==> src/rtl/sla_pkg.sv <==
package sla_pkg;
  localparam int unsigned SLICE_W_DEF = 36;
  localparam int unsigned GROUP_W_DEF = 9;
endpackage

==> src/rtl/sla_bitpg.sv <==
module sla_bitpg #(
  parameter int unsigned W = sla_pkg::SLICE_W_DEF
) (
  input  logic [W-1:0] a,
  input  logic [W-1:0] b,
  output logic [W-1:0] g,
  output logic [W-1:0] p
);
  for (genvar i = 0; i < W; i++) begin : g_bit
    assign g[i] = a[i] & b[i];
    assign p[i] = a[i] ^ b[i];
  end
endmodule

==> src/rtl/sla_cond_group.sv <==
module sla_cond_group #(
  parameter int unsigned GW = sla_pkg::GROUP_W_DEF
) (
  input  logic          clk,
  input  logic          rst,
  input  logic [GW-1:0] g,
  input  logic [GW-1:0] p,
  input  logic          c_sel,
  output logic [GW-1:0] sum,
  output logic          grp_g,
  output logic          grp_p,
  output logic          grp_c1
);
  logic [GW:0]   c0, c1, pp;
  logic [GW-1:0] s0, s1;
  logic          run;

  // Local lookahead: each internal carry is a flat OR of generate terms
  // gated by the propagates between them, with no ripple dependency.
  always_comb begin
    pp[0] = 1'b1;
    c0[0] = 1'b0;
    run   = 1'b0;
    for (int i = 1; i <= GW; i++) begin
      pp[i] = pp[i-1] & p[i-1];
      c0[i] = 1'b0;
      for (int j = 0; j < i; j++) begin
        run = g[j];
        for (int k = j + 1; k < i; k++) begin
          run = run & p[k];
        end
        c0[i] = c0[i] | run;
      end
    end
    c1 = c0 | pp;
  end

  assign s0 = p ^ c0[GW-1:0];
  assign s1 = p ^ c1[GW-1:0];

  for (genvar i = 0; i < GW; i++) begin : g_sel
    assign sum[i] = c_sel ? s1[i] : s0[i];
  end

  assign grp_g  = c0[GW];
  assign grp_p  = pp[GW];
  assign grp_c1 = c1[GW];

  AST_GRP_SUM0: assert property (@(posedge clk) disable iff (rst)
    {grp_g, s0} == ({1'b0, p} + {g, 1'b0}));
  AST_GRP_SUM1: assert property (@(posedge clk) disable iff (rst)
    {grp_c1, s1} == ({1'b0, p} + {g, 1'b0} + (GW+1)'(1)));
  AST_GRP_GP_EXCL: assert property (@(posedge clk) disable iff (rst)
    !(grp_g && grp_p));
endmodule

==> src/rtl/sla_sparse_tree.sv <==
module sla_sparse_tree #(
  parameter int unsigned NG = 4
) (
  input  logic          cin,
  input  logic [NG-1:0] gg,
  input  logic [NG-1:0] gp,
  input  logic [NG-1:0] gc1,
  output logic [NG-1:0] bnd_c,
  output logic          blk_g,
  output logic          blk_p,
  output logic          cout
);
  logic [NG:0] z, o;
  logic        run;

  always_comb begin
    z[0] = 1'b0;
    o[0] = 1'b1;
    run  = 1'b0;
    for (int k = 1; k <= NG; k++) begin
      z[k] = 1'b0;
      for (int j = 0; j < k; j++) begin
        run = gg[j];
        for (int m = j + 1; m < k; m++) begin
          run = run & gp[m];
        end
        z[k] = z[k] | run;
      end
      // The carry-in-1 group carry stands in for the propagate term.
      o[k] = o[k-1] ? gc1[k-1] : gg[k-1];
    end
  end

  for (genvar k = 0; k < NG; k++) begin : g_bnd
    assign bnd_c[k] = cin ? o[k] : z[k];
  end

  assign blk_g = z[NG];
  assign blk_p = &gp;
  assign cout  = cin ? o[NG] : z[NG];
endmodule

==> src/rtl/sla_slice.sv <==
module sla_slice #(
  parameter int unsigned W  = sla_pkg::SLICE_W_DEF,
  parameter int unsigned GW = sla_pkg::GROUP_W_DEF
) (
  input  logic         clk,
  input  logic         rst,
  input  logic [W-1:0] a_in,
  input  logic [W-1:0] b_in,
  input  logic         cin,
  output logic [W-1:0] sum_q,
  output logic         blk_g_q,
  output logic         blk_p_q,
  output logic         cout_q
);
  localparam int unsigned NG = W / GW;
  localparam int unsigned XW = W + 1;

  logic [W-1:0]  g, p, sum_d;
  logic [NG-1:0] gg, gp, gc1, bnd_c;
  logic          blk_g, blk_p, cout;
  logic          armed_q;

  sla_bitpg #(.W(W)) u_pg (.a(a_in), .b(b_in), .g(g), .p(p));

  for (genvar k = 0; k < NG; k++) begin : g_grp
    sla_cond_group #(.GW(GW)) u_grp (
      .clk    (clk),
      .rst    (rst),
      .g      (g[k*GW +: GW]),
      .p      (p[k*GW +: GW]),
      .c_sel  (bnd_c[k]),
      .sum    (sum_d[k*GW +: GW]),
      .grp_g  (gg[k]),
      .grp_p  (gp[k]),
      .grp_c1 (gc1[k])
    );
  end

  sla_sparse_tree #(.NG(NG)) u_tree (
    .cin   (cin),
    .gg    (gg),
    .gp    (gp),
    .gc1   (gc1),
    .bnd_c (bnd_c),
    .blk_g (blk_g),
    .blk_p (blk_p),
    .cout  (cout)
  );

  always_ff @(posedge clk) begin
    if (rst) begin
      sum_q   <= '0;
      blk_g_q <= 1'b0;
      blk_p_q <= 1'b0;
      cout_q  <= 1'b0;
      armed_q <= 1'b0;
    end else begin
      sum_q   <= sum_d;
      blk_g_q <= blk_g;
      blk_p_q <= blk_p;
      cout_q  <= cout;
      armed_q <= 1'b1;
    end
  end

  AST_RST_CLEAR: assert property (@(posedge clk)
    rst |=> (sum_q == '0 && !cout_q && !blk_g_q && !blk_p_q));
  AST_SUM_ARITH: assert property (@(posedge clk) disable iff (rst)
    armed_q |-> ({cout_q, sum_q} ==
      ({1'b0, $past(a_in)} + {1'b0, $past(b_in)} + XW'($past(cin)))));
  AST_CARRY_FORM: assert property (@(posedge clk) disable iff (rst)
    armed_q |-> (cout_q == (blk_g_q | (blk_p_q & $past(cin)))));
  AST_PROP_RIPPLE: assert property (@(posedge clk) disable iff (rst)
    (armed_q && blk_p_q) |->
      (cout_q == $past(cin) && sum_q == {W{~$past(cin)}}));
endmodule

==> config.mk <==
export PLATFORM = sky130hd
export DESIGN_NAME = sla_slice
export DESIGN_NICKNAME = d
export VERILOG_FILES = /design/src/rtl/sla_pkg.sv /design/src/rtl/sla_bitpg.sv /design/src/rtl/sla_cond_group.sv /design/src/rtl/sla_sparse_tree.sv /design/src/rtl/sla_slice.sv
export SDC_FILE = /design/constraint.sdc
export NUM_CORES = 1
export LEC_CHECK = 0
export ABC_AREA = 1
export BUFFER_PORTS_ARGS = -buffer_cell sky130_fd_sc_hd__buf_2
export CORE_MARGIN = 3
export CORE_UTILIZATION = 30
export CTS_BUF_LIST = sky130_fd_sc_hd__clkbuf_8
export DETAILED_ROUTE_END_ITERATION = 7
export PLACE_DENSITY = 0.55
export SYNTH_ARGS = -nofsm -noshare
export SYNTH_HDL_FRONTEND = slang
export SYNTH_HIERARCHICAL = 1
export SYNTH_SLANG_ARGS = --single-unit
==> constraint.sdc <==
create_clock -name clk -period 6.2 [get_ports clk]
set_input_delay 1.24 -clock clk [delete_from_list [all_inputs] [get_ports clk]]
set_output_delay 1.24 -clock clk [all_outputs]
set_load 0.1 [all_outputs]
Word-level counts from Yosys, hierarchy flattened. Cells that the tools add are included.

Bits in registers: 39. Latch bits: 0. RAM bits: 0. Memory bits (read-only): 0. Input bits: 75. Output and inout bits: 39. Logic and storage cells: 465. Memories: 0.

Add/sub/neg operators: 0. Multipliers: 0. Div/mod/pow operators: 0. $lt $le $gt $ge: 0. Equality and inequality tests: 0. Shift operators: 0. Multiplexer cells: 44. Bitwise logic cells: 416. Reductions and logical operators: 1.

Operators with widths (number): $and 1x1->1 (218); $or 1x1->1 (150); $xor 9x9->9 (8); $mux 1 (44); $or 10x10->10 (4); $xor 1x1->1 (36); $reduce_and 4->1 (1).

Longest topological paths before layout.
Depth in word-level cells: 24. Depth in mapped cells: 29. Mapped depth without buffers: 29.

By module. Netlist, hierarchy kept.

By module, submodules not included: sla_cond_group (times used 4, cells each 82, area an instance 424.2 um2, seq. area each 0.0 um2); sla_slice (times used 1, cells each 121, area an instance 1106.1 um2, seq. area each 780.7 um2); sla_bitpg (times used 1, cells each 36, area an instance 450.4 um2, seq. area each 0.0 um2); sla_sparse_tree (times used 1, cells each 40, area an instance 181.4 um2, seq. area each 0.0 um2).

Worst setup path before layout. OpenSTA, ideal clock, no wires.

Kind: input -> register. Start: in a_in[1]. End: reg sum_q[26]. Setup time: 112 ps. Data arrival time: 3690 ps. Data required time: 6088 ps. Slack: 2398 ps. Stages on the path: 28. Buffers on the path: 0. Cells stage by stage: ha_1 -> ha_1 -> nand2_1 -> nor2_1 -> nand4_1 -> nand4_1 -> nor2_1 -> nand3_1 -> nand3_1 -> nand3_1 -> inv_2 -> nand2_2 -> nand2_2 -> nand2_1 -> o21ai_0 -> inv_1 -> nor2_2 -> nand2_2 -> nor2_4 -> nand2_2 -> nand4_2 -> nand2_2 -> nand2_1 -> nand2_1 -> nand2_1 -> inv_1 -> inv_1 -> nor2_1.

Longest elaborated chain between the ends: 21. Elaborated cells on any way between the ends: 39. Those cells by class: mux: 3; bitwise: 36.

RTL lines: start: declaration (RTL line sla_slice.sv:7) `input logic [W-1:0] a_in,`; $xor 1x1->1 (RTL line sla_bitpg.sv:11) `assign p[i] = a[i] ^ b[i];`; $and 1x1->1 (8 in a row) (RTL line sla_cond_group.sv:30) `run = run & p[k];`; $or 1x1->1 (8 in a row) (RTL line sla_cond_group.sv:32) `c0[i] = c0[i] | run;`; $or 10x10->10 (*) (RTL line sla_cond_group.sv:35) `c1 = c0 | pp;`; net gc1[0] (RTL line sla_slice.sv:19) `logic [NG-1:0] gg, gp, gc1, bnd_c;`; $mux 1 (*) (RTL line sla_sparse_tree.sv:30) `o[k] = o[k-1] ? gc1[k-1] : gg[k-1];`; $mux 1 (*) (RTL line sla_sparse_tree.sv:35) `assign bnd_c[k] = cin ? o[k] : z[k];`; net bnd_c[2] (RTL line sla_slice.sv:19); $mux 1 (*) (RTL line sla_cond_group.sv:42) `assign sum[i] = c_sel ? s1[i] : s0[i];`; net sum_d[26] (RTL line sla_slice.sv:18) `logic [W-1:0] g, p, sum_d;`; end signal: assignment (RTL line sla_slice.sv:58) `sum_q <= sum_d;`; end: declaration (RTL line sla_slice.sv:10) `output logic [W-1:0] sum_q,`.

Mark *: on every way through the listed nets, which the timed path passes. The rest lies on a longest branch. A chain may end at the register's enable or synchronous reset.

Worst setup path after layout.
Start: in a_in[1]. End: reg sum_q[26].

Longest elaborated chain between the ends: 21. Elaborated cells on any way between the ends: 39. Those cells by class: mux: 3; bitwise: 36.

RTL lines (RTL line): $xor 1x1->1 (*) (sla_bitpg.sv:11); net p[1] (sla_slice.sv:18); $and 1x1->1 (8 in a row) (sla_cond_group.sv:30); $or 1x1->1 (8 in a row) (sla_cond_group.sv:32); $or 10x10->10 (*) (sla_cond_group.sv:35); net gc1[0] (sla_slice.sv:19); $mux 1 (*) (sla_sparse_tree.sv:30); $mux 1 (*) (sla_sparse_tree.sv:35); net bnd_c[2] (sla_slice.sv:19); $mux 1 (*) (sla_cond_group.sv:42); net sum_d[26] (sla_slice.sv:18).

Marked as above.

==> flow_summary_export.csv <==
group,metric,value,unit
timing,tns,0,ns
grt,grt_pass1_vias,3404,
final_layout,final_cell_area,4167,µm²
yosys,synth_nets,640,
floorplan,dieArea,12770,µm²
yosys,synth_commonest_cells,"123 x inv_1, 92 x nand2_1, 64 x nor2_1, 40 x ha_1, 39 x dfxtp_1",
final_layout,n_antenna_cell,0,
power,peakVddDrop,0.1092,mV
cts,clkSlewWorstSetupHoldPaths,0.08,ns
placement,place_inst,765,
yosys,synth_cell_types,22,
critical_path,crit_path_max_fanout,4,
final_layout,drive_gt1_share,24.49,%
yosys,synth_cells,525,
cts,cts_tree,"built",
drt,via_per_inst,4.424,
timing,slew_viol_final,0,
critical_path,startpoint_type,"input port",
floorplan,coreArea,11030,µm²
drt,drt-initial-drc-count,93,
power,cell_internal_pwr,490.2,µW
final_layout,areaGrowthSynthToFinish,21.31,%
cts,cts_buffer_depth,2,
timing,timing.final.crit_period,4.044,ns
hold_path,min_to,"sum_q[0]$_SDFF_PP0_",
yosys,syn_area_per_cell,6.542,µm²
final_layout,fillCellCount,1236,
critical_path,crit_path_max_incr_delay,0.36,ns
floorplan,row_count,38,
floorplan,initial_utilization,31.14,%
drt,drc,0,
yosys,synth_top_cell_area_share,22.73,%
yosys,ys_async_sr_fraction,0,%
placement,port_buffers,113,
grt,grt_pass1_wl,14.00,mm
yosys,synthFlopType,"dfxtp_1",
yosys,ys_seq_area_share,22.73,%
timing,fmax,0.2473,GHz
timing,worst_slack,2.156,ns
power,p_seq_share,28.9,%
cts,ctsHoldBuffers,0,
floorplan,ios,114,
drt,totalWireLength,8.211,mm
critical_path,worst-path-buf-inv,5,
drt,drt-wirelength-per-cell,10.62,µm
critical_path,worstSetupPathType,"input port to register",
power,p_per_area,241.4,nW/µm²
power,swShare,51.27,%
grt,grt_remaining_overflow,0,
cts,clkSinkCount,39,
placement,placed_cell_area,4085,µm²
final_layout,multiInputGateArea,2098,µm²
drt,vias,3420,
timing,finalSetupViolations,0,
critical_path,cp_num_cells,29,
cts,cts_root_buffer,"clkbuf_8",
critical_path,required,6.36,ns
yosys,yosysTopAreaCell,"dfxtp_1",
yosys,yosys-top-cells-area,"dfxtp_1 23%, ha_1 15%, inv_1 13%",
critical_path,critPathCaptureType,"register",
drt,drt-pass1-iter-count,4,
power,power,1.006,mW
hold_path,hold_path.startpoint,"cin",
final_layout,finalNetCount,747,
power,p_leak,2.484,nW
yosys,yosysWarnings,6,
timing,slew-limit-headroom,51.17,%
placement,pre_cts_slack,1.818,ns
final_layout,instances_no_fill,773,
run,maxCapViolCount,0,
cts,cts_made_buffers,5,
grt,grt_max_degree,40,
final_layout,regArea,780.7,µm²
cts,cts_resized,0,
critical_path,crit_family,"simple AND/OR/NAND/NOR gates",
status,status,"completed",
power,p_switching,515.6,µW
power,combPwrFrac,54.5,%
hold_path,hold_class,"input port to register",
floorplan,chipHeight,113.0,µm
yosys,synth_edf_count,0,
grt,grt_antenna_before_repair,0,
critical_path,crit_arrival,4.20,ns
cts,cts_setup_buffers,0,
power,clkPwrFrac,16.6,%
timing,rsz0062_at_grt,"false",
critical_path,cpMaxStageDelayCell,"ha_1",
placement,routabilityCongestion,0.8526,
floorplan,chipWidth,113.0,µm
grt,grtUsageTotal,12.98,%
yosys,ys_ff_latch,39,
hold_path,worstHoldPathCells,4,
drt,final_antenna_net_count,0,
timing,fin_crit_sh,65.22,%
yosys,synth_area,3435,µm²
cts,htreeDepth,2,
timing,hold_viol,0,
yosys,synth.most_common_cell,"inv_1",
timing,worstMarginPinSlew,0.7325,ns
placement,dpl.hpwl,6.969,mm
## cell families (layout without fill, tap and decap cells)
logic type                 Yosys count  in the layout  synth area share, %
buffers and inverters              137            245                16.17
adders and majority gates           40             40                14.57
and+or+nand+nor                    245            245                33.84
AOI/OAI and AO/OA                   40             40                6.557
DFF                                 39             39                22.73
xor gates and xnor gates            24             24                6.120
## layout by cell type, fill, tap and decap left out
master	n
a21oi_1	21
a31o_2	4
buf_2	113
clkbuf_8	5
clkinv_2	1
dfxtp_1	39
ha_1	40
inv_1	125
inv_2	1
nand2_1	92
nand2_2	15
nand3_1	32
nand4_1	18
nand4_2	8
nor2_1	64
nor2_2	4
nor2_4	4
nor3_1	8
o21ai_0	11
o21bai_1	4
xor2_1	24
## how the worst max path moves through the flow
stage               startpoint                   end
detailed placement     a_in[1]  sum_q[26]$_SDFF_PP0_
global route           a_in[1]  sum_q[26]$_SDFF_PP0_
floorplan              a_in[1]  sum_q[26]$_SDFF_PP0_
CTS                    a_in[1]  sum_q[26]$_SDFF_PP0_
global placement      a_in[10]  sum_q[26]$_SDFF_PP0_
finish                 a_in[1]  sum_q[26]$_SDFF_PP0_
## tightest hold or removal path, cell delays in order
cell and delay (ns):
buf_2 0.18, xor2_1 0.09, inv_1 0.05, nor2_1 0.03
## cell type report
class / instances / share of cell area (%)
tap: 140 / 4.204
timing repair buffer: 113 / 13.57
clock buffer: 5 / 1.652
inverter: 124 / 11.17
sequential: 39 / 18.74
clock inverter: 3 / 0.3003
multi-input combinational: 349 / 50.36
## state kept, by name (all words and copies together) (netlist names)
| name | flops |
|---|---|
| sum_q | 36 |
| blk_g_q | 1 |
| cout_q | 1 |
| blk_p_q | 1 |
## per-layer routing
layer / vias up / track usage [%] / routed length [µm]
met1: 1492 / 14.39 / 3439
met5: - / 0 / 0
li1: 1837 / - / -
met2: 80 / 24.61 / 4127
met4: 0 / 3.686 / 131
met3: 11 / 2.888 / 513
## power groups by stage
stage | clock network, mW | logic (mW) | registers [mW]
after detailed placement | 0 | 0.551 | 0.298
final | 0.166 | 0.548 | 0.291
after CTS | 0.181 | 0.553 | 0.292
after global placement | 0 | 0.549 | 0.297
after global routing | 0.189 | 0.598 | 0.295
after floorplan | 0 | 0.217 | 0.534
## through the flow
step	util (%)	hold WS, ns
final	37.77	1.336
after floorplan	-	1.433
after global routing	37.77	1.368
after CTS	37.77	1.334
after global placement	37.03	1.663
after detailed placement	37.03	1.662
No activity file was read; power rests on OpenSTA's default activity.
